==> src/rtl/io_card_ctl.sv <==
module io_card_ctl #(
  parameter int        DW        = 16,
  parameter int        SCW       = 6,
  parameter int        NSIG      = 15,
  parameter bit [5:0]  CARD_CODE = 6'd8
) (
  input  logic            clk,
  input  logic            rst_n,
  input  logic            stb,
  input  logic [SCW-1:0]  sel_code,
  input  logic [NSIG-1:0] sig,
  input  logic [DW-1:0]   wr_data,
  input  logic            dev_done,
  output logic [DW-1:0]   rd_data,
  output logic            skip,
  output logic            prio_low,
  output logic            irq,
  output logic            srq
);
  localparam int PWRUP = 0, FENA = 1, RDRQ = 2, WRRQ = 3, SKSET = 4, SKCLR = 5;
  localparam int CTLSET = 6, CTLCLR = 7, FLGSET = 8, FLGCLR = 9, XFEND = 10;
  localparam int CTLRST = 11, PRESET = 12, INTACK = 13, IRQSMP = 14;
  localparam logic [NSIG-1:0] BCAST = NSIG'((1 << PWRUP) | (1 << FENA) |
                                            (1 << CTLRST) | (1 << PRESET) | (1 << IRQSMP));

  logic          ctl, flag, fbuf, irq_q, skip_q;
  logic [DW-1:0] dreg, rd_q;
  logic          n_ctl, n_flag, n_fbuf, n_irq, n_skip;
  logic [DW-1:0] n_dreg, n_rd;
  logic [NSIG-1:0] g;

  assign g = stb ? (sig & ((sel_code == CARD_CODE[SCW-1:0]) ? {NSIG{1'b1}} : BCAST))
                 : '0;

  always_comb begin
    n_ctl  = ctl;
    n_flag = flag;
    n_fbuf = fbuf | dev_done;
    n_dreg = dreg;
    n_irq  = irq_q;
    n_skip = 1'b0;
    n_rd   = '0;
    if (g[PWRUP])                n_dreg = '0;
    if (g[FENA] && n_fbuf)       n_flag = 1'b1;
    if (g[RDRQ])                 n_rd   = n_dreg;
    if (g[WRRQ])                 n_dreg = wr_data;
    if (g[SKSET] && n_flag)      n_skip = 1'b1;
    if (g[SKCLR] && !n_flag)     n_skip = 1'b1;
    if (g[CTLSET])               n_ctl  = 1'b1;
    if (g[CTLCLR])               n_ctl  = 1'b0;
    if (g[FLGSET]) begin n_fbuf = 1'b1; n_flag = 1'b1; end
    if (g[FLGCLR]) begin n_fbuf = 1'b0; n_flag = 1'b0; end
    if (g[XFEND])                n_ctl  = n_ctl;
    if (g[CTLRST])               n_ctl  = 1'b0;
    if (g[PRESET]) begin n_fbuf = 1'b1; n_flag = 1'b1; end
    if (g[INTACK])               n_fbuf = 1'b0;
    if (g[IRQSMP])               n_irq  = n_ctl & n_flag & n_fbuf;
  end

  always_ff @(posedge clk) begin
    if (!rst_n) begin
      ctl    <= 1'b0;
      flag   <= 1'b0;
      fbuf   <= 1'b0;
      dreg   <= '0;
      irq_q  <= 1'b0;
      skip_q <= 1'b0;
      rd_q   <= '0;
    end else begin
      ctl    <= n_ctl;
      flag   <= n_flag;
      fbuf   <= n_fbuf;
      dreg   <= n_dreg;
      irq_q  <= n_irq;
      skip_q <= n_skip;
      rd_q   <= n_rd;
    end
  end

  assign rd_data  = rd_q;
  assign skip     = skip_q;
  assign prio_low = ~(ctl & flag);
  assign irq      = irq_q;
  assign srq      = flag;
endmodule

==> config.mk <==
export PLATFORM = sky130hd
export DESIGN_NAME = io_card_ctl
export DESIGN_NICKNAME = d
export VERILOG_FILES = /design/src/rtl/io_card_ctl.sv
export SDC_FILE = /design/constraint.sdc
export NUM_CORES = 1
export LEC_CHECK = 0
export ABC_CLOCK_PERIOD_IN_PS = 1900
export CAP_MARGIN = 5
export CORE_MARGIN = 2
export CORE_UTILIZATION = 50
export DETAILED_ROUTE_END_ITERATION = 7
export DONT_BUFFER_PORTS = 1
export GPL_ROUTABILITY_DRIVEN = 0
export GPL_TIMING_DRIVEN = 0
export PLACE_DENSITY = 0.72
export SLEW_MARGIN = 0
export SYNTH_ARGS = -nofsm -noshare
export SYNTH_HDL_FRONTEND = slang
export SYNTH_SLANG_ARGS = --single-unit
==> constraint.sdc <==
create_clock -name clk -period 1.9 [get_ports clk]
set_input_delay 0.475 -clock clk [delete_from_list [all_inputs] [get_ports clk]]
set_output_delay 0.475 -clock clk [all_outputs]
set_load 0.01 [all_outputs]
; Word-level counts from Yosys, hierarchy flattened
; Index checks and enable logic that the tools add are counted.
[totals]
out_inout_bits = 20
elab_cells = 36
regBits = 37
inputBits = 41
[op_classes]
reduce_logical = 5
n_eq_ne = 1
bitwise = 6
mux = 17
[op_table]
columns = operator, count
row1 = $mux 16, 2
row2 = $and 15x15->15, 1
row3 = $mux 15, 1
row4 = $mux 14, 1
row5 = $mux 1, 13
row6 = $eq 6x4->1 const B, 1
row7 = $and 1x1->1, 3
row8 = $logic_and 1x1->1, 3
row9 = $reduce_and 2->1, 1
row10 = $logic_not 1->1, 1
row11 = $not 1->1, 1
row12 = $or 1x1->1, 1

; Longest topological paths before layout
; Gate-level depths: netlist (run 1).
[logic_depth]
depth_word = 11
depth_mapped = 6
ltp_nobuf = 4

; Least setup slack after synthesis (run 1)
; No wires, ideal clock.
[synth_path]
path_type = input to register
from = input sel_code[2]
to = register irq_q, in the netlist irq
arrival_time_ns = 1.537
path_slack_ns = 0.267
setup_ns = 0.096
cell_stages = 4
required_time_ns = 1.804
path_buffers = 0
path_cell_list = nor4b_4 a31oi_1 a221o_1 o41ai_2
[synth_between]
elab_chain_len = 9
elab_cells_between_ends = 16
classes_between = 1 x eq/ne / 12 x mux / 3 x bitwise
[synth_rtl]
columns = item, line_no
row1 = start: declaration, 10  ; input logic [SCW-1:0] sel_code,
row2 = $eq 6x4->1 (*), 32  ; assign g = stb ? (sig & ((sel_code == CARD_CODE[SCW-1:0]) ? {NSIG{1'b1}} : BCAST))
row3 = $mux 14 (*), 32
row4 = $and 15x15->15 (*), 32
row5 = $mux 15 (*), 32
row6 = "$mux 1, on equally long branches", "49, 51"
row7 = "$mux 1, on equally long branches", "50, 52"
row8 = "$mux 1, on equally long branches", "54, 55"
row9 = $and 1x1->1 / $mux 1 (equally long branches), "57, 56"
row10 = $and 1x1->1 (*), 57  ; if (g[IRQSMP]) n_irq = n_ctl & n_flag & n_fbuf;
row11 = end signal: assignment, 74  ; irq_q <= n_irq;
row12 = end: declaration, 26  ; logic ctl, flag, fbuf, irq_q, skip_q;
; Mark *: on every way between the ends. The rest lies on a longest branch, timed or not.
; A chain may end at the register's enable or synchronous reset.

; Final worst setup path (run 1)
[layout_path]
from = input sel_code[2]
to = register dreg[6]
[layout_between]
elab_chain_len = 5
[layout_rtl]
columns = item, line_no
row1 = $eq 6x4->1, 32
row2 = $mux 14, 32
row3 = $and 15x15->15, 32
row4 = $mux 15, 32
row5 = $mux 16, 46  ; if (g[WRRQ]) n_dreg = wr_data;
row6 = end signal: assignment, 73  ; dreg <= n_dreg;
row7 = end: declaration, 27  ; logic [DW-1:0] dreg, rd_q;
; No other way between the ends.

==> key figures, run 1 <==
Clock network
  • Skew-Pair Late Insertion Delay: around 0.34 ns
  • CTS tree: built
  • Post-CTS setup buffers: 0
  • Clock root buffer: clkbuf_4
  • Post-CTS Hold Buffers: 0
  • Clock sinks: 37
  • Clk buf depth: 2
  • H-tree Lvls: 2
  • Resize count post-CTS: 0
  • CTS Buf Count: 5
  • Worst-path clk slew: 0.10 ns

Synth
  • Avg Cell Area, Syn: 9.34 um2
  • FF+latch count, synth: 37
  • Syn nets: between 150 and 200
  • Synth unique cells: 25
  • Synth area leaders: dfxtp_1 (56%), and3_1 (7.5%), nand3_1 (7.5%)
  • Top-area cell type share of the netlist area: about 56%
  • Synth Cell Area: 0.00133 mm2
  • Area leader, netlist: dfxtp_1
  • Register area share after synthesis: roughly 56%
  • Synth Warn #: 0
  • Synth Instances: 142

Pwr
  • Power after layout: roughly 0.0012 W
  • P_leak: 0.567 nW
  • VDD IR-drop max: 580 uV
  • Pwr dens: 857 mW/mm2

Setup path
  • Worst Path Class, Setup: input pin to flip-flop
  • CP Max Fanout: 10
  • Capture point of the worst reg-to-reg path: irq
  • Slowest-stage cell, CP: nor4b_4
  • WP data required: approximately 2.1 ns
  • Critical Path Source Type: input pin
  • Cells on worst reg2reg path: 4
  • Largest stage delay on the critical path: 0.39 ns
  • Flop2flop setup slack: 0.79 ns
  • Critical path cell sequence: nor4b_4 > nand3_1 > clkbuf_1 > nand3_1 > a21oi_1
  • WP depth: 5
  • CP Launch Point: sel_code[2]
  • Crit-path most repeated cell: nand3_1
  • CP delay by family, top: simple AND/OR/NAND/NOR gates
  • Crit end category: flip-flop
  • Worst Setup EP: dreg[6]
  • Crit path DAT: 1.72 ns
  • Reg-to-reg startpoint: fbuf
  • Worst Path Buf+Inv: 1

Global routing
  • Initial antenna violation count: 0
  • M3 GR Usage: under 10%
  • Gr busiest metal: met2
  • Met1 Usage GRT: approximately 22%
  • Largest net degree at the start of global routing: 12
  • Total track usage: between 10% and 20%
  • Vias in the first global route: a little over 1000
  • Grt total ovfl: 0
  • First-pass GRT wire length: 4430 um
  • GR Util met2: 29.3%

Timing
  • Slew margin rel.: between 60% and 70%
  • Clk_skew: 0.00421 ns
  • Endpoints failing setup: 0
  • Slew @ Worst Pin: about 0.48 ns
  • RSZ-0062 raised after global routing: no
  • Hold Fails Final Rpt: 0
  • Tcrit/Tclk final: about 80%
  • Minimum clock period: ~1.5 ns
  • Fmax: around 0.66 GHz
  • Max Slew Vio Count: 0
  • Fin Setup TNS: 0 ns

Die
  • FP Rows: 18
  • Die Wd: approximately 56 um
  • Core Region: about 0.0025 mm2
  • Starting Density: 53.1%
  • DIE AREA: ~0.003 mm2
  • # IOs: 61
  • Die height: around 56 um

Drt
  • ANT nets after route: 0
  • Final WL: 2630 um
  • Via count: between 1000 and 1500
  • Vias per inst: between 5 and 6
  • # DRC: 0
  • Wire per inst: approximately 15 um
  • DR iter-0 viols: 25
  • Drt first pass iters: 4

Min path
  • Worst hold path type: input pin to flip-flop
  • Hold depth: 2
  • Worst hold start: rst_n

Status
  • Outcome: finished clean

Layout
  • Final Net Count: 190
  • Diodes inserted: 0
  • Cell area after layout: 0.00142 mm2
  • Layout cells sized above 1: 11.3%
  • Filler Cells Inserted: between 200 and 250
  • Synthesis-to-layout area growth: 6.70%

Placement
  • Post-DP HPWL: around 1900 um
  • Placed cell area: ~0.0014 mm2
  • PortBufs: 0

Job
  • Max-Cap Viols: 0
## logic make-up after synthesis
| kind of cell | synth area share, % |
|---|---|
| compound gates | 10.1 |
| mux | 0.755 |
| flops | 55.8 |
| simple gates | 29.7 |
| buf+inv | 3.59 |
## synth_stat cells
| library cell | n |
|---|---|
| nand2_1 | 23 |
| dfxtp_1 | 37 |
| and2_2 | 2 |
| buf_4 | 1 |
| nand3_1 | 20 |
| o211ai_1 | 1 |
| and3_1 | 16 |
| a21oi_1 | 16 |
| nor4b_4 | 1 |
| o21ai_0 | 1 |
| nor2_1 | 4 |
| and3_2 | 1 |
| nor3b_4 | 1 |
| o41ai_2 | 1 |
| and3_4 | 1 |
| clkbuf_1 | 5 |
| a31oi_1 | 1 |
| o2111ai_1 | 1 |
| clkinv_1 | 1 |
| a221o_1 | 1 |
| nor4bb_1 | 1 |
| clkbuf_2 | 2 |
| mux2i_1 | 1 |
| nand4_1 | 1 |
| inv_1 | 2 |
## layout by cell type (no fill, tap or decap), types with 2 or more instances in the layout
| cell type | netlist | final |
|---|---|---|
| nand3_1 | 20 | 20 |
| and3_1 | 16 | 16 |
| clkbuf_2 | 2 | 2 |
| nand2_1 | 23 | 23 |
| a21oi_1 | 16 | 16 |
| dfxtp_1 | 37 | 37 |
| clkbuf_1 | 5 | 6 |
| inv_1 | 2 | 2 |
| clkbuf_4 | 0 | 5 |
| and2_2 | 2 | 2 |
| clkinv_2 | 0 | 2 |
| nor2_1 | 4 | 4 |
## power breakdown
group / internal (W) / switching [W] / leakage [nW] / total (W)
Combinational: 0.0000150 / 0.0000287 / 0.237 / 0.0000436
Sequential: 0.000779 / 0.00000412 / 0.299 / 0.000783
Clock: 0.000141 / 0.000244 / 0.0320 / 0.000385
## stage by stage
| step | instances | hold WS, ns | worst slack, ns | util, % |
|---|---|---|---|---|
| floorplan | 142 | 0.443 | 0.267 | - |
| global placement | 172 | 0.452 | 0.0889 | 54.6 |
| detailed placement | 172 | 0.455 | 0.0559 | 54.6 |
| CTS | 180 | 0.239 | 0.423 | 56.6 |
| global route | 180 | 0.239 | 0.276 | 56.6 |
| finish | 180 | 0.252 | 0.394 | 56.6 |
## per-layer routing
layer,up-vias,share of wire (%)
met5,-,0
met4,0,2.1
met3,6,9.3
met2,52,48
met1,469,41
li1,510,-
## area by class of cell
cell class	instances	area, um2	share of cell area, %
clock inverter	2	10.0	0.707
tap	30	37.5	2.65
multi-input combinational	94	538	38.0
buffer	8	36.3	2.56
sequential	37	741	52.3
clock buffer	6	41.3	2.92
inverter	3	11.3	0.796
## registers in the layout (all words and copies together), names as in the netlist
name and flops:
ctl 1, rd_data 16, fbuf 1, irq 1, skip 1, dreg 16, srq 1
## worst min path at each step
stage               slack, ns  endpoint
floorplan                0.44   dreg[0]
global placement         0.45   dreg[5]
detailed placement       0.46   dreg[2]
CTS                      0.24      skip
global route             0.24      skip
finish                   0.25      skip
Power figures use the tool's default switching activity.
==> run 2, diff against run 1 <==
ABC_CLOCK_PERIOD_IN_PS = 1300   (was 1900)
PLACE_DENSITY = 0.75   (was 0.72)
clock period = 1.3 ns   (was 1.9 ns; I/O delays follow)
==> key figures, run 2 (synthesized netlist as in run 1, its figures left out) <==
Status
  • Outcome: finished clean

Setup path
  • WP data required: about 1 ns
  • Critical Path Source Type: flip-flop
  • Crit end category: output port
  • CP Max Fanout: 3
  • WP depth: 1
  • CP delay by family, top: flip-flops
  • Capture point of the worst reg-to-reg path: irq
  • Flop2flop setup slack: 0.19 ns
  • Critical path cell sequence: nand2_1
  • Cells on worst reg2reg path: 4
  • Slowest-stage cell, CP: dfxtp_1
  • Largest stage delay on the critical path: approximately 0.44 ns
  • Worst Path Buf+Inv: 0
  • Crit path DAT: 0.90 ns
  • Reg-to-reg startpoint: fbuf
  • Worst Path Class, Setup: flip-flop to output port

Clock network
  • H-tree Lvls: 2
  • Skew-Pair Late Insertion Delay: approximately 0.33 ns
  • Post-CTS Hold Buffers: 0
  • Worst-path clk slew: around 0.10 ns
  • Clk buf depth: 2
  • Clock sinks: 37
  • CTS tree: built
  • Clock root buffer: clkbuf_4
  • CTS Buf Count: 5

Layout
  • Synthesis-to-layout area growth: 12.5%
  • Diodes inserted: 0
  • Final Non-Filler Cells: 181
  • Cell area after layout: around 0.0015 mm2
  • Commonest non-fill, non-tap cells in the layout: dfxtp_1 (37), nand2_1 (23), nand3_1 (19), a21oi_1 (16), and3_1 (16)
  • Fin util: 59.7%
  • Final Net Count: roughly 190
  • Layout cells sized above 1: approximately 14%
  • Most common cell after layout, fill and taps aside: dfxtp_1

Timing
  • Max Slew Vio Count: 0
  • Worst hold slack: about 0.11 ns
  • Slew @ Worst Pin: around 0.44 ns
  • Endpoints failing setup: 0
  • Worst Slack Setup Final: around 0.078 ns
  • Tcrit/Tclk final: a little over nine tenths
  • Fmax: between 0.8 and 0.9 GHz
  • Slew margin rel.: a little over two thirds
  • RSZ-0062 raised after global routing: no
  • Minimum clock period: about 1.2 ns
  • Hold Fails Final Rpt: 0
  • Clk_skew: 0.00442 ns

Global routing
  • Initial antenna violation count: 0
  • First-pass GRT wire length: between 4000 and 5000 um
  • Largest net degree at the start of global routing: 13
  • Total track usage: about a fifth
  • Grt total ovfl: 0
  • Vias in the first global route: ~1000

Pwr
  • VDD IR-drop max: 910 uV
  • P_leak: 0.592 nW
  • Pwr dens: ~1400 mW/mm2

Job
  • Max-Cap Viols: 0

Drt
  • Via count: about 1000
  • DR iter-0 viols: 35
  • Wire per inst: 14.6 um
  • # DRC: 0
  • ANT nets after route: 0
  • Vias per inst: 5.76
  • Drt first pass iters: 4
  • Final WL: about 2600 um

Min path
  • Worst hold start: rst_n
  • Worst hold path type: input pin to flip-flop
  • Hold depth: 2
  • Worst Hold End: skip

Placement
  • # placed instances: about 170
  • Placed cell area: between 0.001 and 0.0015 mm2
  • Placement Setup Slack: -0.341 ns
  • PortBufs: 0
  • Post-DP HPWL: 2020 um

Die
  • DIE AREA: slightly above 0.003 mm2
  • # IOs: 61
  • FP Rows: 18
  • Core Region: approximately 0.0025 mm2
  • Starting Density: between 50% and 60%
  • Die height: about 56 um
  • Die Wd: between 50 and 60 um
run 2: worst max-delay path by stage:
| stage | from | slack, ns | to |
|---|---|---|---|
| 2_1_floorplan | sel_code[4] | -0.13 | irq |
| 3_3_place_gp | sel_code[4] | -0.28 | dreg[3] |
| 3_5_place_dp | sel_code[4] | -0.34 | dreg[4] |
| 4_1_cts | sel_code[4] | 0.03 | dreg[4] |
| 5_1_grt | srq | 0.02 | prio_low |
| 6_report | srq | 0.08 | prio_low |
run 2: stage by stage:
| stage | setup TNS, ns | power (W) |
|---|---|---|
| 5_1_grt | 0 | 0.00211 |
| 2_1_floorplan | -2.52 | 0.00122 |
| 4_1_cts | 0 | 0.00206 |
| 3_5_place_dp | -7.41 | 0.00124 |
| 6_report | 0 | 0.00202 |
| 3_3_place_gp | -6.11 | 0.00123 |
run 2: repair_timing:
action	CTS	global route
setup buffers	0	1
setup endpoints to repair	0	10
gates resized for setup	0	2
hold endpoints to repair	0	0
run 2: layout make-up:
| cell class | count | area, um2 |
|---|---|---|
| Multi-Input combinational cell | 94 | 548 |
| Clock buffer | 6 | 51.3 |
| Sequential cell | 37 | 741 |
| Timing Repair Buffer | 1 | 7.51 |
| Buffer | 8 | 58.8 |
| Tap cell | 30 | 37.5 |
| Fill cell | 214 | 1010 |
| Inverter | 3 | 11.3 |
| Clock inverter | 2 | 37.5 |
run 2: metal layers:
layer | GRT usage, % | wire (um) | vias to the layer above
li1 | - | - | 516
met1 | 20.2 | 1070 | 476
met2 | 31.6 | 1330 | 49
met3 | 6.32 | 237 | 2
met4 | 10.5 | 12 | 0
met5 | 0 | 0 | -
run 2: report_power, final:
part | switching [W] | internal, W
clock | 0.000356 | 0.000457
sequential | 0.00000627 | 0.00114
combinational | 0.0000419 | 0.0000234
total | 0.000404 | 0.00162
==> run 3, diff against run 2 <==
SETUP_SLACK_MARGIN = 0.2   (was not set)
==> key figures, run 3 (synthesized netlist as in run 1, its figures left out) <==
Timing
  • Clk_skew: about 0.0037 ns
  • Endpoints failing setup: 0
  • Hold Fails Final Rpt: 0
  • Slew @ Worst Pin: between 0.6 and 0.7 ns
  • Tcrit/Tclk final: 85.9%
  • Fin Setup TNS: 0 ns
  • Worst Slack Setup Final: 0.183 ns
  • Minimum clock period: 1.12 ns
  • Max Slew Vio Count: 0
  • Fmax: roughly 0.90 GHz
  • RSZ-0062 raised after global routing: yes
  • Slew margin rel.: 59.0%

Layout
  • Diodes inserted: 0
  • Most common cell after layout, fill and taps aside: dfxtp_1
  • Fin util: between 60% and 70%
  • Synthesis-to-layout area growth: 26.8%
  • Commonest non-fill, non-tap cells in the layout: dfxtp_1 (35), nand3_1 (19), and3_1 (16), nand2_1 (14)
  • Layout cells sized above 1: 30.4%
  • Cell area after layout: about 0.0017 mm2
  • Final Net Count: 198

Placement
  • Placed cell area: between 0.001 and 0.0015 mm2
  • Placement Setup Slack: -0.357 ns
  • Post-DP HPWL: between 2000 and 2500 um
  • PortBufs: 0

Drt
  • Vias per inst: about 5.9
  • Via count: approximately 1100
  • DR iter-0 viols: 15
  • Wire per inst: about 16 um
  • Final WL: roughly 3000 um
  • Drt first pass iters: 5
  • # DRC: 0
  • ANT nets after route: 0

Setup path
  • CP delay by family, top: flip-flops
  • Largest stage delay on the critical path: about 0.4 ns
  • Worst Path Buf+Inv: 0
  • CP Max Fanout: 3
  • Critical Path Source Type: flip-flop
  • Slowest-stage cell, CP: dfxtp_4
  • Crit end category: output port
  • Crit path DAT: ~0.8 ns
  • Worst Path Class, Setup: flip-flop to output port
  • WP data required: around 0.98 ns
  • Critical path cell sequence: nand2_4

Die
  • Core Region: ~0.0025 mm2
  • FP Rows: 18
  • Die Wd: 55.5 um
  • Die height: ~56 um
  • DIE AREA: roughly 0.003 mm2
  • # IOs: a little over 60
  • Starting Density: a little over half

Global routing
  • Grt total ovfl: 0
  • Initial antenna violation count: 0
  • Vias in the first global route: between 1000 and 1500
  • Largest net degree at the start of global routing: 12
  • First-pass GRT wire length: around 4600 um
  • Total track usage: 19.6%

Clock network
  • Worst-path clk slew: approximately 0.11 ns
  • Clock root buffer: clkbuf_4
  • Skew-Pair Late Insertion Delay: between 0.3 and 0.4 ns
  • Clk buf depth: 2
  • Clock sinks: 37
  • CTS Buf Count: 5
  • CTS tree: built
  • H-tree Lvls: 2

Pwr
  • Power after layout: roughly 0.0018 W
  • P_leak: approximately 0.71 nW
  • VDD IR-drop max: roughly 900 uV
  • Pwr dens: roughly 1100 mW/mm2

Status
  • Outcome: finished clean

Min path
  • Worst hold path type: input pin to flip-flop

Job
  • Max-Cap Viols: 0
[run 3: changes by cell type in the layout (fill, tap and decap cells not counted), moves of 2 or more]
cell / before / now
clkbuf_8: 3 / 0
buf_8: 0 / 3
nand2_1: 23 / 14
nand2_4: 0 / 7
clkinv_2: 0 / 2
a21oi_2: 0 / 8
buf_4: 1 / 5
nand2_2: 0 / 2
a21oi_1: 16 / 8
dfxtp_1: 37 / 35
clkbuf_16: 0 / 2
[run 3: routing by layer]
layer  global-route usage (%)  wire length, um  up-vias
met2                     33.5             1540       50
met5                        0                0        -
met4                     9.41               39        0
met1                     20.0             1190      527
met3                     9.13              248        4
li1                         -                -      529
[run 3: worst paths after layout]
check	from	end	slack [ns]	cells past startpoint
worst max register to register	fbuf	irq	0.29	4
worst max-delay path	srq	prio_low	0.18	1
worst min-delay path	rst_n	skip	0.09	2
worst min register to register	dreg[15]	dreg[15]	0.47	2
[run 3: layout make-up]
| type | instances | area (um2) |
|---|---|---|
| plain buffers | 8 | 67.6 |
| clock buffers | 6 | 41.3 |
| clock inverters | 2 | 10.0 |
| fillers | 215 | 818 |
| inverters | 3 | 11.3 |
| multi-input cells | 94 | 666 |
| flip-flops and latches | 37 | 746 |
| well taps | 30 | 37.5 |
| repair buffers | 8 | 103 |
[run 3: report_power, final]
part	internal, W	switching [W]
registers	0.00114	0.00000744
clock network	0.000206	0.000366
logic	0.0000303	0.0000495
[run 3: metrics by stage]
stage | cells | hold WS, ns
2_1_floorplan | 142 | 0.444
3_3_place_gp | 172 | 0.452
3_5_place_dp | 172 | 0.457
4_1_cts | 183 | 0.0770
5_1_grt | 188 | 0.0666
6_report | 188 | 0.0884
[run 3: timing repair]
item,4_1_cts,5_1_grt
resized for setup,9,32
hold buffers,0,0
endpoints found under the setup margin,24,29
buffers inserted,3,3
gates cloned,0,2
pin swaps,3,17
